$ cat config.mk
export PLATFORM = sky130hd
export DESIGN_NAME = trapdoor_gate
export DESIGN_NICKNAME = d
export VERILOG_FILES = /design/src/rtl/trapdoor_pkg.sv /design/src/rtl/trapdoor_seq_fsm.sv /design/src/rtl/trapdoor_cfg_bank.sv /design/src/rtl/trapdoor_clk_probe.sv /design/src/rtl/trapdoor_gate.sv
export SDC_FILE = /design/constraint.sdc
export NUM_CORES = 1
export LEC_CHECK = 0
export ABC_AREA = 1
export BUFFER_PORTS_ARGS = -buffer_cell sky130_fd_sc_hd__buf_4
export CORE_AREA = 5 5 84 86
export DETAILED_ROUTE_END_ITERATION = 6
export DIE_AREA = 0 0 89 91
export HOLD_SLACK_MARGIN = 0.12
export PLACE_DENSITY = 0.84
export SYNTH_ARGS = -nofsm -noshare
export SYNTH_HDL_FRONTEND = slang
export SYNTH_HIERARCHICAL = 1
export SYNTH_SLANG_ARGS = --single-unit
$ cat constraint.sdc
create_clock -name clk -period 2.2 [get_ports clk]
set_input_delay 0.55 -clock clk [delete_from_list [all_inputs] [get_ports clk]]
set_output_delay 0.55 -clock clk [all_outputs]
set_load 0.1 [all_outputs]
$ cat src/rtl/trapdoor_pkg.sv
// Shared constants and types for the trapdoor configuration gate.
// Assumes a task-file port of eight offsets and 16-bit host data.
package trapdoor_pkg;
    localparam int TF_ADDR_W = 3;
    localparam int TF_DATA_W = 16;
    localparam int CFG_W     = 8;

    localparam logic [TF_ADDR_W-1:0] OFS_RDT   = 3'd0;
    localparam logic [TF_ADDR_W-1:0] OFS_WRT   = 3'd1;
    localparam logic [TF_ADDR_W-1:0] OFS_ERR   = 3'd1;
    localparam logic [TF_ADDR_W-1:0] OFS_KEY   = 3'd2;
    localparam logic [TF_ADDR_W-1:0] OFS_CTL   = 3'd3;
    localparam logic [TF_ADDR_W-1:0] OFS_STRAP = 3'd5;
    localparam logic [TF_ADDR_W-1:0] OFS_MISC  = 3'd6;

    localparam logic [CFG_W-1:0] KEY_OPEN     = 8'h03;
    localparam logic [CFG_W-1:0] KEY_CLOSE    = 8'h83;
    localparam logic [CFG_W-1:0] CTL_OVERRIDE = 8'h85;
    localparam logic [CFG_W-1:0] PROBE_ARM    = 8'hFF;

    typedef enum logic [1:0] {
        GATE_IDLE,
        GATE_ONE,
        GATE_TWO,
        GATE_OPEN
    } gate_state_e;

    typedef struct packed {
        logic                 valid;
        logic                 write;
        logic                 wide;
        logic [TF_ADDR_W-1:0] addr;
        logic [CFG_W-1:0]     lo;
    } bus_cyc_t;
endpackage

$ cat src/rtl/trapdoor_seq_fsm.sv
// Unlock pattern detector and lock state.
// Walks through two 16-bit error-offset reads and an opening key write.
// Closes again on the closing key. Idle clocks (valid low) leave it unchanged.
module trapdoor_seq_fsm
    import trapdoor_pkg::*;
(
    input  logic     clk,
    input  logic     rst_n,
    input  bus_cyc_t cyc,
    output logic     open_o
);
    gate_state_e st_q, st_nx;
    logic key_rd, key_wr, close_wr, byte_wr;

    // Decode the cycles that take part in the pattern.
    always_comb begin
        byte_wr  = cyc.write && !cyc.wide;
        key_rd   = !cyc.write && cyc.wide && (cyc.addr == OFS_ERR);
        key_wr   = byte_wr && (cyc.addr == OFS_KEY) && (cyc.lo == KEY_OPEN);
        close_wr = byte_wr && (cyc.addr == OFS_KEY) && (cyc.lo == KEY_CLOSE);
    end

    // Next state: advance on a match, fall back to idle on any other cycle.
    always_comb begin
        st_nx = st_q;
        if (cyc.valid) begin
            unique case (st_q)
                GATE_IDLE: st_nx = key_rd ? GATE_ONE : GATE_IDLE;
                GATE_ONE:  st_nx = key_rd ? GATE_TWO : GATE_IDLE;
                GATE_TWO:  st_nx = key_rd ? GATE_TWO : (key_wr ? GATE_OPEN : GATE_IDLE);
                GATE_OPEN: st_nx = close_wr ? GATE_IDLE : GATE_OPEN;
                default:   st_nx = GATE_IDLE;
            endcase
        end
    end

    // State register.
    always_ff @(posedge clk) begin
        if (!rst_n) st_q <= GATE_IDLE;
        else        st_q <= st_nx;
    end

    assign open_o = (st_q == GATE_OPEN);
endmodule

$ cat src/rtl/trapdoor_cfg_bank.sv
// Configuration register bank: per-drive read and write timing bytes,
// a shared address-setup byte, a drive selector and the override flag.
// Assumes wr_en is asserted only for byte writes taken while the gate is open.
module trapdoor_cfg_bank
    import trapdoor_pkg::*;
#(
    parameter int               NUM_DRIVES = 2,
    parameter logic [CFG_W-1:0] DEF_DATA   = 8'h6B,
    parameter logic [CFG_W-1:0] DEF_ADDR   = 8'h30
) (
    input  logic                        clk,
    input  logic                        rst_n,
    input  logic                        wr_en,
    input  logic [TF_ADDR_W-1:0]        wr_idx,
    input  logic [CFG_W-1:0]            wr_val,
    output logic [NUM_DRIVES*CFG_W-1:0] prog_rd_o,
    output logic [NUM_DRIVES*CFG_W-1:0] prog_wr_o,
    output logic [CFG_W-1:0]            addr_setup_o,
    output logic                        override_o
);
    localparam int               SEL_W  = (NUM_DRIVES > 1) ? $clog2(NUM_DRIVES) : 1;
    localparam logic [CFG_W-1:0] NDRV_C = CFG_W'(NUM_DRIVES);

    logic [SEL_W-1:0] sel_q;
    logic [CFG_W-1:0] addr_q;
    logic             ovr_q;
    logic             misc_wr, misc_is_sel;

    // Offset 6 carries either a drive number or the address-setup byte.
    always_comb begin
        misc_wr     = wr_en && (wr_idx == OFS_MISC);
        misc_is_sel = (wr_val < NDRV_C);
    end

    // Drive selector.
    always_ff @(posedge clk) begin
        if (!rst_n)                     sel_q <= '0;
        else if (misc_wr && misc_is_sel) sel_q <= wr_val[SEL_W-1:0];
    end

    // Shared address-setup byte.
    always_ff @(posedge clk) begin
        if (!rst_n)                      addr_q <= DEF_ADDR;
        else if (misc_wr && !misc_is_sel) addr_q <= wr_val;
    end

    // Override flag: set only by the override code in the control register.
    always_ff @(posedge clk) begin
        if (!rst_n)                               ovr_q <= 1'b0;
        else if (wr_en && (wr_idx == OFS_CTL))    ovr_q <= (wr_val == CTL_OVERRIDE);
    end

    for (genvar d = 0; d < NUM_DRIVES; d++) begin : g_drv
        logic [CFG_W-1:0] rd_q, wr_q;
        logic             mine;
        assign mine = (sel_q == SEL_W'(d));

        // Read-cycle timing byte of this drive.
        always_ff @(posedge clk) begin
            if (!rst_n)                                   rd_q <= DEF_DATA;
            else if (wr_en && mine && (wr_idx == OFS_RDT)) rd_q <= wr_val;
        end

        // Write-cycle timing byte of this drive.
        always_ff @(posedge clk) begin
            if (!rst_n)                                   wr_q <= DEF_DATA;
            else if (wr_en && mine && (wr_idx == OFS_WRT)) wr_q <= wr_val;
        end

        assign prog_rd_o[d*CFG_W +: CFG_W] = rd_q;
        assign prog_wr_o[d*CFG_W +: CFG_W] = wr_q;
    end

    assign addr_setup_o = addr_q;
    assign override_o   = ovr_q;
endmodule

$ cat src/rtl/trapdoor_clk_probe.sv
// Clock-strap probe: a byte write of the arm code to the strap offset makes
// the next bus cycle, if it is a 16-bit read there, return the strap bit.
// Assumes the top module stops forwarding the read when hit_o is high.
module trapdoor_clk_probe
    import trapdoor_pkg::*;
(
    input  logic                 clk,
    input  logic                 rst_n,
    input  bus_cyc_t             cyc,
    input  logic                 strap_clk,
    output logic                 hit_o,
    output logic [TF_DATA_W-1:0] rdata_o
);
    logic armed_q, arm;

    // Arm on the probe write; any other bus cycle disarms.
    always_comb arm = cyc.write && !cyc.wide && (cyc.addr == OFS_STRAP) && (cyc.lo == PROBE_ARM);

    // Arm flag register, updated only on bus cycles.
    always_ff @(posedge clk) begin
        if (!rst_n)         armed_q <= 1'b0;
        else if (cyc.valid) armed_q <= arm;
    end

    assign hit_o   = armed_q && cyc.valid && !cyc.write && cyc.wide && (cyc.addr == OFS_STRAP);
    assign rdata_o = {{(TF_DATA_W-1){1'b0}}, strap_clk};
endmodule

$ cat src/rtl/trapdoor_gate.sv
// Top of the trapdoor configuration gate. Steers host cycles either to the
// task file or to the hidden register bank, and selects the effective timing.
// Assumes at most one host cycle per clock and host timing met by the caller.
module trapdoor_gate
    import trapdoor_pkg::*;
#(
    parameter int               NUM_DRIVES = 2,
    parameter logic [CFG_W-1:0] DEF_DATA   = 8'h6B,
    parameter logic [CFG_W-1:0] DEF_ADDR   = 8'h30
) (
    input  logic                        clk,
    input  logic                        rst_n,
    input  logic                        bus_valid,
    input  logic                        bus_write,
    input  logic                        bus_wide,
    input  logic [TF_ADDR_W-1:0]        bus_addr,
    input  logic [TF_DATA_W-1:0]        bus_wdata,
    output logic [TF_DATA_W-1:0]        bus_rdata,
    output logic                        tf_valid,
    output logic                        tf_write,
    output logic                        tf_wide,
    output logic [TF_ADDR_W-1:0]        tf_addr,
    output logic [TF_DATA_W-1:0]        tf_wdata,
    input  logic [TF_DATA_W-1:0]        tf_rdata,
    input  logic                        strap_clk,
    output logic [NUM_DRIVES*CFG_W-1:0] rd_time_o,
    output logic [NUM_DRIVES*CFG_W-1:0] wr_time_o,
    output logic [CFG_W-1:0]            addr_setup_o,
    output logic                        timing_override_o,
    output logic                        cfg_unlocked_o
);
    bus_cyc_t                    cyc;
    logic                        gate_open, steer, probe_hit, ovr;
    logic [TF_DATA_W-1:0]        probe_data;
    logic [NUM_DRIVES*CFG_W-1:0] prog_rd, prog_wr;
    logic [CFG_W-1:0]            prog_addr;

    // Bundle the host cycle for the sub-blocks.
    always_comb begin
        cyc.valid = bus_valid;
        cyc.write = bus_write;
        cyc.wide  = bus_wide;
        cyc.addr  = bus_addr;
        cyc.lo    = bus_wdata[CFG_W-1:0];
    end

    trapdoor_seq_fsm u_fsm (
        .clk    (clk),
        .rst_n  (rst_n),
        .cyc    (cyc),
        .open_o (gate_open)
    );

    trapdoor_clk_probe u_probe (
        .clk       (clk),
        .rst_n     (rst_n),
        .cyc       (cyc),
        .strap_clk (strap_clk),
        .hit_o     (probe_hit),
        .rdata_o   (probe_data)
    );

    // Byte writes are taken by the bank while the gate is open.
    assign steer = gate_open && bus_valid && bus_write && !bus_wide;

    trapdoor_cfg_bank #(
        .NUM_DRIVES (NUM_DRIVES),
        .DEF_DATA   (DEF_DATA),
        .DEF_ADDR   (DEF_ADDR)
    ) u_bank (
        .clk          (clk),
        .rst_n        (rst_n),
        .wr_en        (steer),
        .wr_idx       (bus_addr),
        .wr_val       (bus_wdata[CFG_W-1:0]),
        .prog_rd_o    (prog_rd),
        .prog_wr_o    (prog_wr),
        .addr_setup_o (prog_addr),
        .override_o   (ovr)
    );

    // Forward everything the bank and the probe do not take.
    always_comb begin
        tf_valid  = bus_valid && !steer && !probe_hit;
        tf_write  = bus_write;
        tf_wide   = bus_wide;
        tf_addr   = bus_addr;
        tf_wdata  = bus_wdata;
        bus_rdata = probe_hit ? probe_data : tf_rdata;
    end

    for (genvar d = 0; d < NUM_DRIVES; d++) begin : g_eff
        // Per-drive effective timing: programmed under override, else default.
        assign rd_time_o[d*CFG_W +: CFG_W] = ovr ? prog_rd[d*CFG_W +: CFG_W] : DEF_DATA;
        assign wr_time_o[d*CFG_W +: CFG_W] = ovr ? prog_wr[d*CFG_W +: CFG_W] : DEF_DATA;
    end

    assign addr_setup_o      = ovr ? prog_addr : DEF_ADDR;
    assign timing_override_o = ovr;
    assign cfg_unlocked_o    = gate_open;
endmodule

# After elaboration in Yosys (flattened, before gate mapping)
# Cells that the tools add are included.
[word_totals] out_inout_bits=80 input_bits=41 register_bits=45 wordCells=69
[classes] magnitude_cmp=1 n_eq_ne=12 reduce_logical=34 mux=12 bitwise=1
[ops] cell="$mux 8" count=5
[ops] cell="$logic_and 1x1->1" count=27
[ops] cell="$eq 8x8->1 const B" count=3
[ops] cell="$mux 16" count=1
[ops] cell="$eq 8x2->1 const B" count=1
[ops] cell="$lt 8x2->1 const B" count=1
[ops] cell="$mux 2" count=4
[ops] cell="$pmux 2 s4" count=1
[ops] cell="$eq 3x2->1 const B" count=2
[ops] cell="$eq 3x3->1 const B" count=2
[ops] cell="$logic_not 1->1" count=5
[ops] cell="$eq 2x2->1 const B" count=2
[ops] cell="$eq 3x1->1 const B" count=1
[ops] cell="$logic_not 3->1" count=1
[ops] cell="$eq 2x1->1 const B" count=1
[ops] cell="$logic_not 2->1" count=1
[ops] cell="$mux 1" count=1
[ops] cell="$not 1->1" count=1

# Longest topological paths before layout
[logic_depth] word_depth=7 ltp_mapped=10

# Cells and area by module
# The synthesis kept the hierarchy.
[modules_own_cells] module="trapdoor_cfg_bank" n_inst=1 cells_per_inst=198 area_each_um2=1701.6
[modules_own_cells] module="trapdoor_gate" n_inst=1 cells_per_inst=163 area_each_um2=738.2
[modules_own_cells] module="trapdoor_seq_fsm" n_inst=1 cells_per_inst=62 area_each_um2=285.3
[modules_own_cells] module="trapdoor_clk_probe" n_inst=1 cells_per_inst=36 area_each_um2=222.7

# Worst setup path before layout
# No wires, ideal clock.
[synth_timing] path_type="register -> output" start="reg u_fsm.st_q[0]" end="out tf_valid" stages_incl_launch_ff=6 arrival_time_ns=2.290 setup_slack_ns=-0.640 path_buffers=0 required_ns=1.650 cell_sequence="dfxtp_1 -> nand2_1 -> inv_1 -> nand2_1 -> nor2_1 -> nor2_1"
[synth_between] elab_chain_len=7
[synth_lines] item="start, declared" line="trapdoor_seq_fsm.sv:12" source="gate_state_e st_q, st_nx;"
[synth_lines] item="start signal, assigned" line="trapdoor_seq_fsm.sv:40" source="else st_q <= st_nx;"
[synth_lines] item="$eq 2x2->1" line="trapdoor_seq_fsm.sv:43" source="assign open_o = (st_q == GATE_OPEN);"
[synth_lines] item="via cfg_unlocked_o" line="trapdoor_gate.sv:30" source="output logic cfg_unlocked_o"
[synth_lines] item="$logic_and 1x1->1 (3 in series)" line="trapdoor_gate.sv:64" source="assign steer = gate_open && bus_valid && bus_write && !bus_wide;"
[synth_lines] item="via steer" line="trapdoor_gate.sv:33" source="logic gate_open, steer, probe_hit, ovr;"
[synth_lines] item="$logic_not 1->1" line="trapdoor_gate.sv:84" source="tf_valid = bus_valid && !steer && !probe_hit;"
[synth_lines] item="$logic_and 1x1->1 (2 in series)" line="trapdoor_gate.sv:84"
[synth_lines] item="end, declared" line="trapdoor_gate.sv:19" source="output logic tf_valid,"
# The timed path passes the listed nets, and every way through them passes these cells.

# Worst setup path in the final report
[layout_timing] start="in bus_wide" end="out bus_rdata[5]"
[layout_between] elab_chain_len=3
[layout_lines] item="start, declared" line="trapdoor_gate.sv:15" source="input logic bus_wide,"
[layout_lines] item="$logic_and 1x1->1 (2 in series)" line="trapdoor_clk_probe.sv:25" source="assign hit_o = armed_q && cyc.valid && !cyc.write && cyc.wide && (cyc.addr == OFS_STRAP);"
[layout_lines] item="via probe_hit" line="trapdoor_gate.sv:33"
[layout_lines] item="$mux 16" line="trapdoor_gate.sv:89" source="bus_rdata = probe_hit ? probe_data : tf_rdata;"
[layout_lines] item="end, declared" line="trapdoor_gate.sv:18" source="output logic [TF_DATA_W-1:0] bus_rdata,"
# The timed path passes the listed nets, and every way through them passes these cells.

==> results.sh <==
export IMPL_clk_transition_reported_paths_ns=0.08
export IMPL_internal_power_uw=1140
export IMPL_dieArea_um2=8100
export IMPL_seq_area_frac_synth_pct=30.6
export IMPL_endpoint_kind="primary output"
export IMPL_yosysUniqueCellTypes=28
export IMPL_drtIter0Drc=174
export IMPL_yosys_area_top_type="dfxtp_1"
export IMPL_cp_start_kind="primary input"
export IMPL_cts_root_buf="clkbuf_8"
export IMPL_start_util_pct=47.5
export IMPL_drive_gt1_share_pct=32.8
export IMPL_syn_avg_cell_area_um2=6.42
export IMPL_dpl_cell_area_um2=3590
export IMPL_max_vdd_ir_drop_mv=0.388
export IMPL_ys_seq_elements=45
export IMPL_synth_top_flop_cell="dfxtp_1"
export IMPL_pwr_share_clk_pct=26.9
export IMPL_arrival_ns=1.55
export IMPL_grt_pass1_vias=2734
export IMPL_hold_path_class="flip-flop to flip-flop"
export IMPL_r2r_end="u_bank/g_drv[0].rd_q[7]$_SDFFE_PN0P_"
export IMPL_finClkSkew_ns=0.00447
export IMPL_io_buffers=104
export IMPL_cp_slowest_cell="nor4_2"
export IMPL_cts_tree="built"
export IMPL_clock_fmax_ghz=0.477
export IMPL_seq_area_um2=905
export IMPL_place_hpwl_um=5860
export IMPL_syn_instance_count=459
export IMPL_design_area_um2=3720
export IMPL_synth_area_top_cells="dfxtp_1 31%, nand2_1 20%, buf_4 9.7%, inv_1 9.0%, nor2_1 6.5%"
export IMPL_min_to="u_bank/g_drv[1].rd_q[7]$_SDFFE_PN0P_"
export IMPL_grt_total_usage_pct=18.9
export IMPL_run_status="completed"
export IMPL_cts_setup_buffers=0
export IMPL_hold_viol=0
export IMPL_coreArea_um2=6200
export IMPL_critPathKind="primary input to primary output"
export IMPL_path_max_fanout=17
export IMPL_antenna_left=0
export IMPL_async_flop_share_pct=0
export IMPL_grt_max_degree=43
export IMPL_place_gp_congestion=0.840
export IMPL_clk_path_buf_depth=2
export IMPL_syn_cell_area_um2=2950
export IMPL_fill_cells=582
export IMPL_yosys_warnings=6
export IMPL_reg2reg_setup_slack_ns=0.47
export IMPL_worstHoldStart="u_bank/g_drv[1].rd_q[7]$_SDFFE_PN0P_"
export IMPL_fin_crit_ns=2.10
export IMPL_antenna_found_initial=0
export IMPL_cp_common_cell="buf_4"
export IMPL_die_width_um=89
export IMPL_wl_per_cell_um=12.4
export IMPL_cp_slowest_stage_delay_ns=0.26
export IMPL_cp_required_ns=1.65
export IMPL_synth_edf_count=0
export IMPL_clock_latency_ns=0.29
export IMPL_nNetsFinal=581
export IMPL_period_share_pct=95.3
export IMPL_combPwrFrac_pct=25.8
export IMPL_cts_sinks=45
export IMPL_diodes=0
export IMPL_htree_levels=2
export IMPL_multiInputGateArea_um2=1460
export IMPL_vias=2907
export IMPL_syn_to_final_growth_pct=26.1
export IMPL_worst_r2r_path_depth=10
export IMPL_reg2reg_from="u_fsm/st_q[0]$_SDFFE_PN0P_"
export IMPL_fp_dieH_um=91
export IMPL_tns_ns=0
export IMPL_cts_buffers=5
export IMPL_maxCapViolations=0
export IMPL_ys_top_cells_by_count="155 x nand2_1, 71 x inv_1, 51 x nor2_1"
export IMPL_rows=29
export IMPL_p_switching_uw=588
export IMPL_slew_violations=0
export IMPL_vias_per_cell=4.72
export IMPL_power_frac_seq_pct=47.3
export IMPL_yosysMostFrequentCell="nand2_1"
export IMPL_power_switching_share_pct=34.1
export IMPL_drt_wl_total_um=7650
export IMPL_setup_viol=0
export IMPL_grt_pass1_wl_um=12400
export IMPL_yosysTopAreaCellShare_pct=30.6
export IMPL_ios=121
export IMPL_rsz0062_at_grt="no"
export IMPL_p_leak_uw=0.00221
export IMPL_crit_chain="buf_4, inv_1, nor4_2, buf_4, inv_8, nand2_2, nand2_2, buf_4"
export IMPL_gr_total_overflow=0
export IMPL_drcViolationCount=0
export IMPL_firstDrtPassIters=4
export IMPL_hold_depth=2
export IMPL_power_density_nw_per_um2=464
-- placed cells by master, fill, tap and decap left out --
cell,n
inv_8,1
o21ai_0,11
buf_4,99
nand3b_4,1
buf_6,13
nand2_2,25
dfxtp_1,44
clkinv_2,1
nor2_4,4
nor2_2,6
o211ai_1,10
nand3b_1,1
nand3_1,9
a21oi_1,7
o211ai_2,10
inv_1,71
nor4_2,1
dfxtp_4,1
o21ai_1,1
clkbuf_8,5
o21ai_2,1
inv_2,5
conb_1,15
nand2_1,139
nor2_1,50
nand4_1,4
a21oi_2,2
nand3_2,2
-- power groups by stage --
stage	combinational [uW]	sequential [uW]	clock, uW
2_1_floorplan	403	835	0
3_3_place_gp	426	835	0
3_5_place_dp	434	835	0
4_1_cts	434	816	468
5_1_grt	468	815	508
6_report	445	815	464
-- layout make-up --
type / count / area share, %
Clock buffer: 5 / 1.85
Clock inverter: 1 / 0.135
Inverter: 77 / 7.98
Multi-Input combinational cell: 299 / 39.2
Sequential cell: 45 / 24.3
Tap cell: 77 / 2.59
Timing Repair Buffer: 112 / 23.9
-- worst max-delay path: cells and delay by family --
kind          cells  cell delay [ns]
buf+inv           5             0.63
simple gates      3             0.36
-- stage by stage --
| stage | worst slack (ns) | util (%) | instances | hold WS, ns | power, uW |
|---|---|---|---|---|---|
| 2_1_floorplan | -0.178 | - | 473 | 0.438 | 1240 |
| 5_1_grt | 0.000935 | 59.9 | 616 | 0.490 | 1790 |
| 6_report | 0.104 | 59.9 | 616 | 0.476 | 1720 |
| 3_5_place_dp | 0.0564 | 57.9 | 610 | 0.454 | 1270 |
| 3_3_place_gp | 0.111 | 57.9 | 610 | 0.451 | 1260 |
| 4_1_cts | 0.0551 | 59.1 | 616 | 0.474 | 1720 |
-- metal layers --
metal	track usage [%]	routed length [um]	up-vias
met5	0	0	-
met2	32.5	3990	77
met3	3.26	412	11
met1	23.7	3150	1332
li1	-	-	1487
met4	5.96	93	0
-- cells by family after synthesis --
family	share of synthesized area [%]
AOI/OAI and AO/OA	10.9
DFF	30.6
and+or+nand+nor	34.9
buffers and inverters	23.5
other	0.127
-- registers in the layout, summed over array words and instances (netlist names) --
name and cells:
u_bank/addr_setup_o 8, u_bank/g_drv.rd_q 16, u_bank/g_drv.mine 1, u_bank/override_o 1, u_probe/armed_q 1, u_bank/g_drv.wr_q 16
u_fsm/st_q 2
-- repair_timing --
action,4_1_cts,5_1_grt
setup endpoints to repair,0,17
resized for setup,0,14
hold buffers,0,0
-- worst max-delay path by stage --
stage                                from      endpoint  depth (start not counted)
4_1_cts                          bus_wide  bus_rdata[2]                          8
6_report                         bus_wide  bus_rdata[5]                          8
5_1_grt                       bus_addr[1]  bus_rdata[9]                          9
2_1_floorplan  u_fsm/st_q[0]$_SDFFE_PN0P_      tf_valid                          5
3_5_place_dp                     bus_wide  bus_rdata[2]                          8
3_3_place_gp                     bus_wide  bus_rdata[0]                          7
Power figures use the tool's default switching activity.
